$ cat src/rtl/rtc_bcd_pkg.sv
package rtc_bcd_pkg;

  localparam int REG_AW = 4;
  localparam int REG_DW = 8;

  localparam logic [REG_AW-1:0] ADR_SEC  = 4'd0;
  localparam logic [REG_AW-1:0] ADR_MIN  = 4'd1;
  localparam logic [REG_AW-1:0] ADR_HOUR = 4'd2;
  localparam logic [REG_AW-1:0] ADR_DAY  = 4'd3;
  localparam logic [REG_AW-1:0] ADR_CTRL = 4'd4;
  localparam logic [REG_AW-1:0] ADR_ASEC = 4'd5;
  localparam logic [REG_AW-1:0] ADR_AMIN = 4'd6;
  localparam logic [REG_AW-1:0] ADR_AHR  = 4'd7;
  localparam logic [REG_AW-1:0] ADR_SW   = 4'd8;
  localparam logic [REG_AW-1:0] ADR_STAT = 4'd9;

  typedef struct packed {
    logic [2:0] tens;
    logic [3:0] units;
  } bcd60_t;

  typedef struct packed {
    logic       pm;
    logic [1:0] tens;
    logic [3:0] units;
  } hour_t;

  typedef struct packed {
    logic   carry;
    bcd60_t val;
  } inc60_t;

  typedef struct packed {
    logic  carry;
    hour_t val;
  } hinc_t;

  // Modulo-60 BCD step; illegal digits fall back to 0 when they step.
  function automatic inc60_t bcd60_inc(bcd60_t v);
    inc60_t r;
    r.carry = 1'b0;
    r.val   = v;
    if (v.units >= 4'd9) begin
      r.val.units = 4'd0;
      if (v.tens >= 3'd5) begin
        r.val.tens = 3'd0;
        r.carry    = 1'b1;
      end else begin
        r.val.tens = v.tens + 3'd1;
      end
    end else begin
      r.val.units = v.units + 4'd1;
    end
    return r;
  endfunction

  // Hour step for both formats; carry marks the start of a new day.
  function automatic hinc_t hour_inc(hour_t h, logic fmt12);
    hinc_t r;
    r.carry = 1'b0;
    r.val   = h;
    if (!fmt12) begin
      if (h.tens > 2'd2 || (h.tens == 2'd2 && h.units >= 4'd3)) begin
        r.val.tens  = 2'd0;
        r.val.units = 4'd0;
        r.carry     = 1'b1;
      end else if (h.units >= 4'd9) begin
        r.val.tens  = h.tens + 2'd1;
        r.val.units = 4'd0;
      end else begin
        r.val.units = h.units + 4'd1;
      end
    end else begin
      if (h.tens == 2'd1 && h.units == 4'd1) begin
        r.val.units = 4'd2;
        r.val.pm    = ~h.pm;
        r.carry     = h.pm;
      end else if (h.tens > 2'd1 || (h.tens == 2'd1 && h.units >= 4'd2)) begin
        r.val.tens  = 2'd0;
        r.val.units = 4'd1;
      end else if (h.units >= 4'd9) begin
        r.val.tens  = 2'd1;
        r.val.units = 4'd0;
      end else begin
        r.val.units = h.units + 4'd1;
      end
    end
    return r;
  endfunction

endpackage

$ cat src/rtl/rtc_time_core.sv
module rtc_time_core
  import rtc_bcd_pkg::*;
#(
  parameter int TICKS_PER_SEC = 256
) (
  input  logic       clk,
  input  logic       rst,
  input  logic       tick,
  input  logic       fmt12,
  input  logic       wr_sec,
  input  logic       wr_min,
  input  logic       wr_hour,
  input  logic       wr_day,
  input  logic [6:0] wr_val,
  output bcd60_t     sec_o,
  output bcd60_t     min_o,
  output hour_t      hour_o,
  output logic [2:0] day_o,
  output logic       busy_o
);
  localparam int SUB_W = $clog2(TICKS_PER_SEC);
  localparam logic [SUB_W-1:0] SUB_LAST = SUB_W'(TICKS_PER_SEC - 1);

  logic [SUB_W-1:0] sub_q;
  logic             busy_q;
  bcd60_t           sec_q, min_q;
  hour_t            hour_q;
  logic [2:0]       day_q;

  inc60_t s_nx, m_nx;
  hinc_t  h_nx;
  logic [2:0] d_nx;

  always_comb begin
    s_nx = bcd60_inc(sec_q);
    m_nx = s_nx.carry ? bcd60_inc(min_q) : inc60_t'({1'b0, min_q});
    h_nx = m_nx.carry ? hour_inc(hour_q, fmt12) : hinc_t'({1'b0, hour_q});
    if (!h_nx.carry)          d_nx = day_q;
    else if (day_q >= 3'd6)   d_nx = 3'd0;
    else                      d_nx = day_q + 3'd1;
  end

  always_ff @(posedge clk) begin
    if (rst) begin
      sub_q  <= '0;
      busy_q <= 1'b0;
    end else begin
      busy_q <= tick && (sub_q == SUB_LAST);
      if (tick) sub_q <= (sub_q == SUB_LAST) ? '0 : sub_q + 1'b1;
    end
  end

  always_ff @(posedge clk) begin
    if (rst) begin
      sec_q  <= '0;
      min_q  <= '0;
      hour_q <= '0;
      day_q  <= '0;
    end else if (busy_q) begin
      sec_q  <= s_nx.val;
      min_q  <= m_nx.val;
      hour_q <= h_nx.val;
      day_q  <= d_nx;
    end else begin
      if (wr_sec)  sec_q  <= bcd60_t'(wr_val);
      if (wr_min)  min_q  <= bcd60_t'(wr_val);
      if (wr_hour) hour_q <= hour_t'(wr_val);
      if (wr_day)  day_q  <= wr_val[2:0];
    end
  end

  assign sec_o  = sec_q;
  assign min_o  = min_q;
  assign hour_o = hour_q;
  assign day_o  = day_q;
  assign busy_o = busy_q;
endmodule

$ cat src/rtl/rtc_alarm.sv
module rtc_alarm
  import rtc_bcd_pkg::*;
(
  input  logic   clk,
  input  logic   rst,
  input  logic   tick,
  input  logic   fmt12,
  input  logic   busy,
  input  bcd60_t sec,
  input  bcd60_t min,
  input  hour_t  hour,
  input  bcd60_t a_sec,
  input  bcd60_t a_min,
  input  hour_t  a_hour,
  input  logic   clr,
  output logic   flag_o
);
  logic updated_q, pend_q, flag_q, match;

  assign match = (sec == a_sec) && (min == a_min) &&
                 (hour.tens == a_hour.tens) && (hour.units == a_hour.units) &&
                 (!fmt12 || (hour.pm == a_hour.pm));

  always_ff @(posedge clk) begin
    if (rst) begin
      updated_q <= 1'b0;
      pend_q    <= 1'b0;
      flag_q    <= 1'b0;
    end else begin
      updated_q <= busy;
      if (updated_q && match)  pend_q <= 1'b1;
      else if (tick)           pend_q <= 1'b0;
      if (tick && pend_q)      flag_q <= 1'b1;
      else if (clr)            flag_q <= 1'b0;
    end
  end

  assign flag_o = flag_q;
endmodule

$ cat src/rtl/rtc_stopwatch.sv
module rtc_stopwatch #(
  parameter int STEPS      = 25,
  parameter int STEP_TICKS = 64
) (
  input  logic       clk,
  input  logic       rst,
  input  logic       tick,
  input  logic       run,
  input  logic       clr,
  output logic [7:0] digits_o
);
  localparam int K_W  = $clog2(STEPS);
  localparam int IN_W = $clog2(STEP_TICKS / STEPS + 2);
  localparam logic [K_W-1:0] K_LAST = K_W'(STEPS - 1);

  logic [K_W-1:0]  k_q;
  logic [IN_W-1:0] in_q;
  logic [3:0]      tenth_q, hund_q;

  function automatic logic [IN_W-1:0] step_len(logic [K_W-1:0] k);
    int kk;
    kk = int'(k);
    return IN_W'(((kk + 1) * STEP_TICKS) / STEPS - (kk * STEP_TICKS) / STEPS);
  endfunction

  always_ff @(posedge clk) begin
    if (rst || clr) begin
      k_q     <= '0;
      in_q    <= '0;
      tenth_q <= '0;
      hund_q  <= '0;
    end else if (run && tick) begin
      if (in_q + 1'b1 == step_len(k_q)) begin
        in_q <= '0;
        k_q  <= (k_q == K_LAST) ? '0 : k_q + 1'b1;
        if (hund_q >= 4'd9) begin
          hund_q  <= 4'd0;
          tenth_q <= (tenth_q >= 4'd9) ? 4'd0 : tenth_q + 4'd1;
        end else begin
          hund_q <= hund_q + 4'd1;
        end
      end else begin
        in_q <= in_q + 1'b1;
      end
    end
  end

  assign digits_o = {tenth_q, hund_q};
endmodule

$ cat src/rtl/rtc_bcd_top.sv
module rtc_bcd_top
  import rtc_bcd_pkg::*;
#(
  parameter int TICKS_PER_SEC = 256,
  parameter int SW_STEPS      = 25,
  parameter int SW_STEP_TICKS = 64
) (
  input  logic              clk_i,
  input  logic              rst_i,
  input  logic              tick_i,
  input  logic              wr_en_i,
  input  logic [REG_AW-1:0] wr_addr_i,
  input  logic [REG_DW-1:0] wr_data_i,
  input  logic [REG_AW-1:0] rd_addr_i,
  output logic [REG_DW-1:0] rd_data_o,
  output logic              busy_o,
  output logic              irq_o
);
  bcd60_t sec_w, min_w, a_sec_q, a_min_q;
  hour_t  hour_w, a_hour_q;
  logic [2:0] day_w;
  logic [7:0] sw_w;
  logic sw_run_q, fmt12_q, ie_q, flag_w, busy_w;
  logic wr_sec_w, wr_min_w, wr_hour_w, wr_day_w, sw_clr_w, flag_clr_w;
  logic [REG_DW-1:0] rd_q;
  logic wr_unused;

  assign wr_unused  = wr_data_i[7];
  assign wr_sec_w   = wr_en_i && wr_addr_i == ADR_SEC;
  assign wr_min_w   = wr_en_i && wr_addr_i == ADR_MIN;
  assign wr_hour_w  = wr_en_i && wr_addr_i == ADR_HOUR;
  assign wr_day_w   = wr_en_i && wr_addr_i == ADR_DAY;
  assign sw_clr_w   = wr_en_i && wr_addr_i == ADR_CTRL && wr_data_i[3];
  assign flag_clr_w = wr_en_i && wr_addr_i == ADR_STAT && wr_data_i[1];

  always_ff @(posedge clk_i) begin
    if (rst_i) begin
      sw_run_q <= 1'b0;
      fmt12_q  <= 1'b0;
      ie_q     <= 1'b0;
      a_sec_q  <= '0;
      a_min_q  <= '0;
      a_hour_q <= '0;
    end else if (wr_en_i) begin
      case (wr_addr_i)
        ADR_CTRL: {ie_q, fmt12_q, sw_run_q} <= wr_data_i[2:0];
        ADR_ASEC: a_sec_q  <= bcd60_t'(wr_data_i[6:0]);
        ADR_AMIN: a_min_q  <= bcd60_t'(wr_data_i[6:0]);
        ADR_AHR:  a_hour_q <= hour_t'(wr_data_i[6:0]);
        default: ;
      endcase
    end
  end

  rtc_time_core #(.TICKS_PER_SEC(TICKS_PER_SEC)) time_i (
    .clk(clk_i), .rst(rst_i), .tick(tick_i), .fmt12(fmt12_q),
    .wr_sec(wr_sec_w), .wr_min(wr_min_w), .wr_hour(wr_hour_w), .wr_day(wr_day_w),
    .wr_val(wr_data_i[6:0]),
    .sec_o(sec_w), .min_o(min_w), .hour_o(hour_w), .day_o(day_w), .busy_o(busy_w)
  );

  rtc_alarm alarm_i (
    .clk(clk_i), .rst(rst_i), .tick(tick_i), .fmt12(fmt12_q), .busy(busy_w),
    .sec(sec_w), .min(min_w), .hour(hour_w),
    .a_sec(a_sec_q), .a_min(a_min_q), .a_hour(a_hour_q),
    .clr(flag_clr_w), .flag_o(flag_w)
  );

  rtc_stopwatch #(.STEPS(SW_STEPS), .STEP_TICKS(SW_STEP_TICKS)) sw_i (
    .clk(clk_i), .rst(rst_i), .tick(tick_i), .run(sw_run_q), .clr(sw_clr_w),
    .digits_o(sw_w)
  );

  always_ff @(posedge clk_i) begin
    if (rst_i) begin
      rd_q <= '0;
    end else begin
      case (rd_addr_i)
        ADR_SEC:  rd_q <= {1'b0, sec_w};
        ADR_MIN:  rd_q <= {1'b0, min_w};
        ADR_HOUR: rd_q <= {1'b0, hour_w};
        ADR_DAY:  rd_q <= {5'd0, day_w};
        ADR_CTRL: rd_q <= {5'd0, ie_q, fmt12_q, sw_run_q};
        ADR_ASEC: rd_q <= {1'b0, a_sec_q};
        ADR_AMIN: rd_q <= {1'b0, a_min_q};
        ADR_AHR:  rd_q <= {1'b0, a_hour_q};
        ADR_SW:   rd_q <= sw_w;
        ADR_STAT: rd_q <= {6'd0, flag_w, busy_w};
        default:  rd_q <= '0;
      endcase
    end
  end

  assign rd_data_o = rd_q;
  assign busy_o    = busy_w;
  assign irq_o     = flag_w && ie_q;
endmodule

$ cat config.mk
export PLATFORM = sky130hd
export DESIGN_NAME = rtc_bcd_top
export DESIGN_NICKNAME = d
export VERILOG_FILES = /design/src/rtl/rtc_bcd_pkg.sv /design/src/rtl/rtc_time_core.sv /design/src/rtl/rtc_alarm.sv /design/src/rtl/rtc_stopwatch.sv /design/src/rtl/rtc_bcd_top.sv
export SDC_FILE = /design/constraint.sdc
export NUM_CORES = 1
export LEC_CHECK = 0
export BUFFER_PORTS_ARGS = -buffer_cell sky130_fd_sc_hd__buf_2
export CAP_MARGIN = 20
export CORE_ASPECT_RATIO = 1.25
export CORE_MARGIN = 3
export CORE_UTILIZATION = 35
export DETAILED_ROUTE_END_ITERATION = 10
export MAX_ROUTING_LAYER = met4
export PLACE_DENSITY = 0.62
export SLEW_MARGIN = 30
export SYNTH_ARGS = -nofsm -noshare
export SYNTH_HDL_FRONTEND = slang
export SYNTH_HIERARCHICAL = 1
export SYNTH_SLANG_ARGS = --single-unit
$ cat constraint.sdc
create_clock -name clk_i -period 11.46 [get_ports clk_i]
set_input_delay 0.573 -clock clk_i [delete_from_list [all_inputs] [get_ports clk_i]]
set_output_delay 0.573 -clock clk_i [all_outputs]
set_load 0.1 [all_outputs]
# Yosys cells after proc, flatten, opt, wreduce, memory -nomap -nowiden
# Index checks and enable logic that the tools add are counted.
[word_totals] inputBits=20 regBits=83
[classes] div_mod_pow=2 magnitude_cmp=12 add_sub_neg=14 reduce_logical=46 bitwise_logic=1 muxes=42 eq_ne=38
[op_table] op="$pmux 8 s10" n=1
[op_table] op="$mux 7" n=6
[op_table] op="$div 12x6->32 const B" n=1
[op_table] op="$div 32x6->32 const B" n=1
[op_table] op="$eq 4x3->1 const B" n=8
[op_table] op="$mux 4" n=8
[op_table] op="$mux 8" n=3
[op_table] op="$add 4x1->4 const B" n=5
[op_table] op="$ge 4x4->1 const B" n=5
[op_table] op="$logic_and 1x1->1" n=20
[op_table] op="$mux 3" n=6
[op_table] op="$mux 6" n=3
[op_table] op="$reduce_and 2->1" n=9
[op_table] op="$eq 4x2->1 const B" n=4
[op_table] op="$eq 7x7->1" n=2
[op_table] op="$ne 2x2->1 const B" n=7
[op_table] op="$eq 4x1->1 const B" n=3
[op_table] op="$eq 4x4->1 const B" n=3
[op_table] op="$reduce_bool 2->1" n=6
[op_table] op="$mux 2" n=5
[op_table] op="$add 3x1->3 const B" n=3
[op_table] op="$ge 3x3->1 const B" n=3
[op_table] op="$mux 1" n=9
[op_table] op="$add 8x1->8 const B" n=1
[op_table] op="24 further kinds" n=33

# Longest topological paths before layout
[logic_depth] word_depth=9 mapped_depth=51 mapped_depth_nobuf=44

# Modules after synthesis
# The synthesis kept the hierarchy.
[modules_own_cells] module="rtc_stopwatch" area_per_inst_um2=4521.8 cells_each=639 n_inst=1
[modules_own_cells] module="rtc_time_core" area_per_inst_um2=2134.5 cells_each=254 n_inst=1
[modules_own_cells] module="rtc_bcd_top" area_per_inst_um2=1755.4 cells_each=210 n_inst=1
[modules_own_cells] module="rtc_alarm" area_per_inst_um2=329.1 cells_each=38 n_inst=1

# Least setup slack after synthesis
# Ideal clock, no wire load.
[synth_path] path_type="reg-to-reg" from="reg sw_i.k_q[0]" to="reg sw_i.tenth_q[3]" path_stages_with_launch=50 n_path_buf=5 path_slack_ps=1398 t_arrival_ps=9982 setup_ps=79 period_less_slack_ps=10062 cell_sequence="dfxtp_1 > clkbuf_1 > inv_1 > ha_1 > buf_2 > inv_1 > a21oi_1 > o22ai_1 > a41oi_1 > ha_1 > or4bb_1 > o41ai_1 > o22ai_2 > and2_1 > a32oi_2 > nand3_2 > inv_2 > ha_1 > [... 14 more ...] > mux2i_1 > and2_1 > buf_2 > ha_1 > a21oi_1 > mux2i_1 > a21oi_1 > o311ai_0 > o21a_1 > o22a_1 > a2111oi_0 > ha_1 > or3_1 > nor4_1 > o21bai_2 > a21boi_4 > a41oi_1 > a211oi_2"
[synth_between] elab_chain_len=5 elab_cells_between_ends=6 classes_between="add/sub: 2; div: 2; eq/ne: 1; reduce/logical: 1"
[synth_lines] item="from (decl)" line_no="rtc_stopwatch.sv:16" text="logic [K_W-1:0] k_q;"
[synth_lines] item="from (signal assigned)" line_no="rtc_stopwatch.sv:35" text="k_q <= (k_q == K_LAST) ? '0 : k_q + 1'b1;"
[synth_lines] item="$add 5x1->6" line_no="rtc_stopwatch.sv:23" text="return IN_W'(((kk + 1) * STEP_TICKS) / STEPS - (kk * STEP_TICKS) / STEPS);"
[synth_lines] item="$div 32x6->32" line_no="rtc_stopwatch.sv:23"
[synth_lines] item="$sub 2x2->2 (*)" line_no="rtc_stopwatch.sv:23"
[synth_lines] item="$eq 2x2->1 (*)" line_no="rtc_stopwatch.sv:33" text="if (in_q + 1'b1 == step_len(k_q)) begin"
[synth_lines] item="$reduce_and 3->1 (no source line) (*)"
[synth_lines] item="to (signal assigned)" line_no="rtc_stopwatch.sv:38" text="tenth_q <= (tenth_q >= 4'd9) ? 4'd0 : tenth_q + 4'd1;"
[synth_lines] item="to (decl)" line_no="rtc_stopwatch.sv:18" text="logic [3:0] tenth_q, hund_q;"
# Mark *: on every way between the ends. The rest lies on a longest branch, timed or not.
# A chain may end at the register's enable or synchronous reset.

# Worst setup path in the final report
[layout_path] from="reg sw_i.k_q[1]" to="reg sw_i.hund_q[2]"
[layout_between] elab_chain_len=5 elab_cells_between_ends=6 classes_between="add/sub: 2; div: 2; eq/ne: 1; reduce/logical: 1"
[layout_lines] item="$add 5x1->6" line_no="rtc_stopwatch.sv:23"
[layout_lines] item="$div 32x6->32" line_no="rtc_stopwatch.sv:23"
[layout_lines] item="$sub 2x2->2 (*)" line_no="rtc_stopwatch.sv:23"
[layout_lines] item="$eq 2x2->1 (*)" line_no="rtc_stopwatch.sv:33"
[layout_lines] item="$reduce_and 2->1 (no source line) (*)"
[layout_lines] item="to (signal assigned)" line_no="rtc_stopwatch.sv:40" text="hund_q <= hund_q + 4'd1;"
[layout_lines] item="to (decl)" line_no="rtc_stopwatch.sv:18"
# Marks and branches as above.

==> key figures <==
Global route
  • First-pass GRT wire length: 40800 um
  • Vias in the first global route: 8129
  • GRT Overall Usage: 18.7%
  • GRT met3 Usage: 2.16%
  • Grt peak-use layer: met2
  • GR Util met1: 22.7%
  • Total gr overflow: 0
  • Pin count of the biggest net entering global routing: 63
  • Initial antenna violation count: 0
  • M2 GR Usage: 31.5%

Power and ir drop
  • P_int: 0.545 mW
  • P_leak: 3.44 nW
  • Total power: 0.700 mW
  • Clock Power Share: 50.1%
  • Switching Fraction: 22.2%
  • PD cells: 73.9 mW/mm^2
  • Switch Pwr: 0.155 mW
  • Max VDD drop: 0.0000586 V
  • Combinational power share: 7.3%
  • Seq pwr share: 42.6%

Placed design
  • Post-DP HPWL: 18900 um
  • IO buf count: 28
  • Global placer's final weighted congestion: 0.926
  • Placed inst area: 0.00911 mm^2

Synthesis
  • Leading area contributor after synthesis: dfxtp_1
  • Main combinational cell family by area after synthesis: compound AO/OA/AOI/OAI gates
  • Mux contribution to synthesized area: 5.50%
  • Synth Area in Compound Gates: 31.6%
  • Primary FF master, synth: dfxtp_1
  • Post-Synth Simple-Gate Area: 26.4%
  • Register bit total from synthesis: 83
  • Cell Area, Synth: 0.00874 mm^2
  • Area contributors post-synth: dfxtp_1, ha_1, nor2_1, a21oi_1, mux2i_1
  • Xor/xnor share of the synthesized area: 5.85%
  • Adder-cell share of the synthesized area: 6.30%
  • Synth Net Count: 1205
  • Post-Syn Instances: 1141
  • Register area share after synthesis: 19.0%
  • Post-Syn Area per Cell: 7.66 um^2
  • Post-synth ARST share: 0%
  • Synth unique cells: 120
  • Post-synth EDFFs: 0
  • Synth Warn #: 6
  • Top-area cell type share of the netlist area: 19.0%

Hold path
  • Hold Crit Depth: 2
  • Hold WC Path Type: flip-flop to flip-flop

Timing
  • Slew Limit Fails: 0
  • Worst slew margin: 46.7%
  • Fin crit period: 10.52 ns
  • Final Skew: 0.00892 ns
  • Top achievable clock speed: 95.1 MHz
  • Final TNS setup: 0 ns
  • RSZ-0062 raised after global routing: false
  • Hold Slack: 0.468 ns
  • Setup-failing EPs final: 0
  • Tcrit/Tclk final: 91.8%
  • Worst slew pin tran: 0.793 ns
  • Final hold viol count: 0

Final layout
  • Nets@finish: 1205
  • Layout cells sized above 1: 11.0%
  • Design Area, Final: 0.00948 mm^2
  • Commonest cells after routing, fill and taps aside: nor2_1, nand2_1, dfxtp_1
  • P&R area growth vs syn: 8.42%
  • Fill cell count: 2628
  • Number of inserted diodes: 0
  • Fin util: 38.7%
  • Most common cell after layout, fill and taps aside: nor2_1

Clock tree
  • Bufs on Longest Clock Path: 2
  • Post-CTS Hold Fix Bufs: 0
  • Root Buffer: clkbuf_16
  • Htree depth: 3
  • CTS buffer count: 9
  • Clock transition at the registers of the reported paths: 0.06 ns
  • Worst skew pair latency: 0.35 ns
  • CTS tree: done
  • Clock Sink Count: 83

Die
  • Die Width: 147 um
  • Die Y: 183 um
  • Core box area: 0.0245 mm^2
  • Row cnt: 64
  • Die area: 0.0269 mm^2
  • I/O pin total: 30
  • Initial Util: 35.7%

Worst setup path
  • Worst reg-to-reg setup slack: 0.94 ns
  • Worst Path Class, Setup: flip-flop to flip-flop
  • Crit path DAT: 10.76 ns
  • Critical Path Max Stage Delay: 0.69 ns
  • WP data required: 11.70 ns
  • CP Capture Type: flip-flop
  • Critical path's slowest cell: a2111oi_1
  • R2r worst-path depth: 40
  • Critical path's most frequent cell: ha_1
  • Startpoint types: flip-flop
  • Worst-path fanout max: 14

Routing
  • DR WL/cell: 17.2 um
  • Initial DRC count: 631
  • Routed vias: 8759
  • Routed Wire Length: 25300 um
  • DRC Markers: 0
  • DRT Pass-1 Iters: 5
  • Antenna-violating nets left: 0
  • Via density: 5.93

Run status
  • Status: finished, final reports clean

Run
  • Max-cap violations: 0
layout make-up:
type                       count  area (um^2)  share of cell area [%]
multi-input combinational    957         6620                    69.8
clock inverter                 5          125                    1.32
inverter                      48          180                    1.90
tap                          330          413                    4.36
sequential                    83         1660                    17.5
timing repair buffer          42          245                    2.59
clock buffer                  11          233                    2.46
path summary, 6_finish.rpt:
check	startpoint	endpoint
hold reg to reg	alarm_i/pend_q	alarm_i/flag_o
hold / removal	alarm_i/pend_q	alarm_i/flag_o
setup / recovery	sw_i/k_q[1]	sw_i/hund_q[2]
setup reg to reg	sw_i/k_q[1]	sw_i/hund_q[2]
state kept, by name, summed over array words and instances, names as in the netlist, 2 cells and up:
signal	flops
time_i/min_o	7
sw_i/k_q	5
sw_i/hund_q	4
sw_i/in_q	2
rd_data_o	8
time_i/sec_o	7
sw_i/tenth_q	4
a_min_q	7
a_hour_q	7
time_i/day_o	3
time_i/sub_q	8
a_sec_q	7
time_i/hour_o	7
critical path: cells and delay by family, from the launching register on:
kind,cells,cell delay (ns)
AND/OR/NAND/NOR,16,3.62
multiplexers,1,0.35
adder cells (fa/ha/maj),6,2.22
AO/OA/AOI/OAI,14,3.45
buffers and inverters,3,0.41
flip-flops,1,0.32
synthesized netlist by cell type, types with 10 or more instances:
| cell | n |
|---|---|
| xnor2_1 | 41 |
| a211oi_1 | 25 |
| nand2b_1 | 21 |
| o21ai_0 | 55 |
| nor3_1 | 32 |
| and2_1 | 16 |
| o21a_1 | 12 |
| dfxtp_1 | 83 |
| and3_1 | 10 |
| nand3_1 | 30 |
| mux2i_1 | 39 |
| nand2_1 | 92 |
| inv_1 | 42 |
| nand4_1 | 12 |
| buf_2 | 21 |
| o31ai_1 | 13 |
| nand3b_1 | 10 |
| nor2_1 | 119 |
| nor2b_1 | 18 |
| ha_1 | 44 |
| a21oi_1 | 79 |
| a31oi_1 | 20 |
| clkbuf_1 | 19 |
| nor3b_1 | 12 |
logic make-up after synthesis:
family	Yosys count
and+or+nand+nor	437
AOI/OAI and AO/OA	376
buffers and inverters	101
DFF	83
xor gates and xnor gates	53
muxes	47
adders and majority gates	44
metal layers:
metal	routed length, um	vias to the layer above
met1	11200	4178
met3	965	55
met5	0	-
met2	12300	225
li1	-	4301
met4	820	0
metrics by stage:
step,instances,setup WS [ns]
2_1_floorplan,1141,1.40
3_3_place_gp,1460,1.14
3_5_place_dp,1460,0.881
4_1_cts,1476,0.836
5_1_grt,1476,0.00113
6_report,1476,0.941
power by group through the flow:
stage | combinational (mW) | sequential, mW | clock, mW
2_1_floorplan | 0.0351 | 0.303 | 0
3_3_place_gp | 0.0499 | 0.304 | 0
3_5_place_dp | 0.0505 | 0.304 | 0
4_1_cts | 0.0509 | 0.298 | 0.359
5_1_grt | 0.0561 | 0.298 | 0.369
6_report | 0.0513 | 0.298 | 0.351
repair_timing:
item,CTS,global route
setup endpoints to repair,0,10
buffers inserted,0,0
resized for setup,0,3
endpoints found under the hold margin,0,0
(Power assumes the default switching activity.)
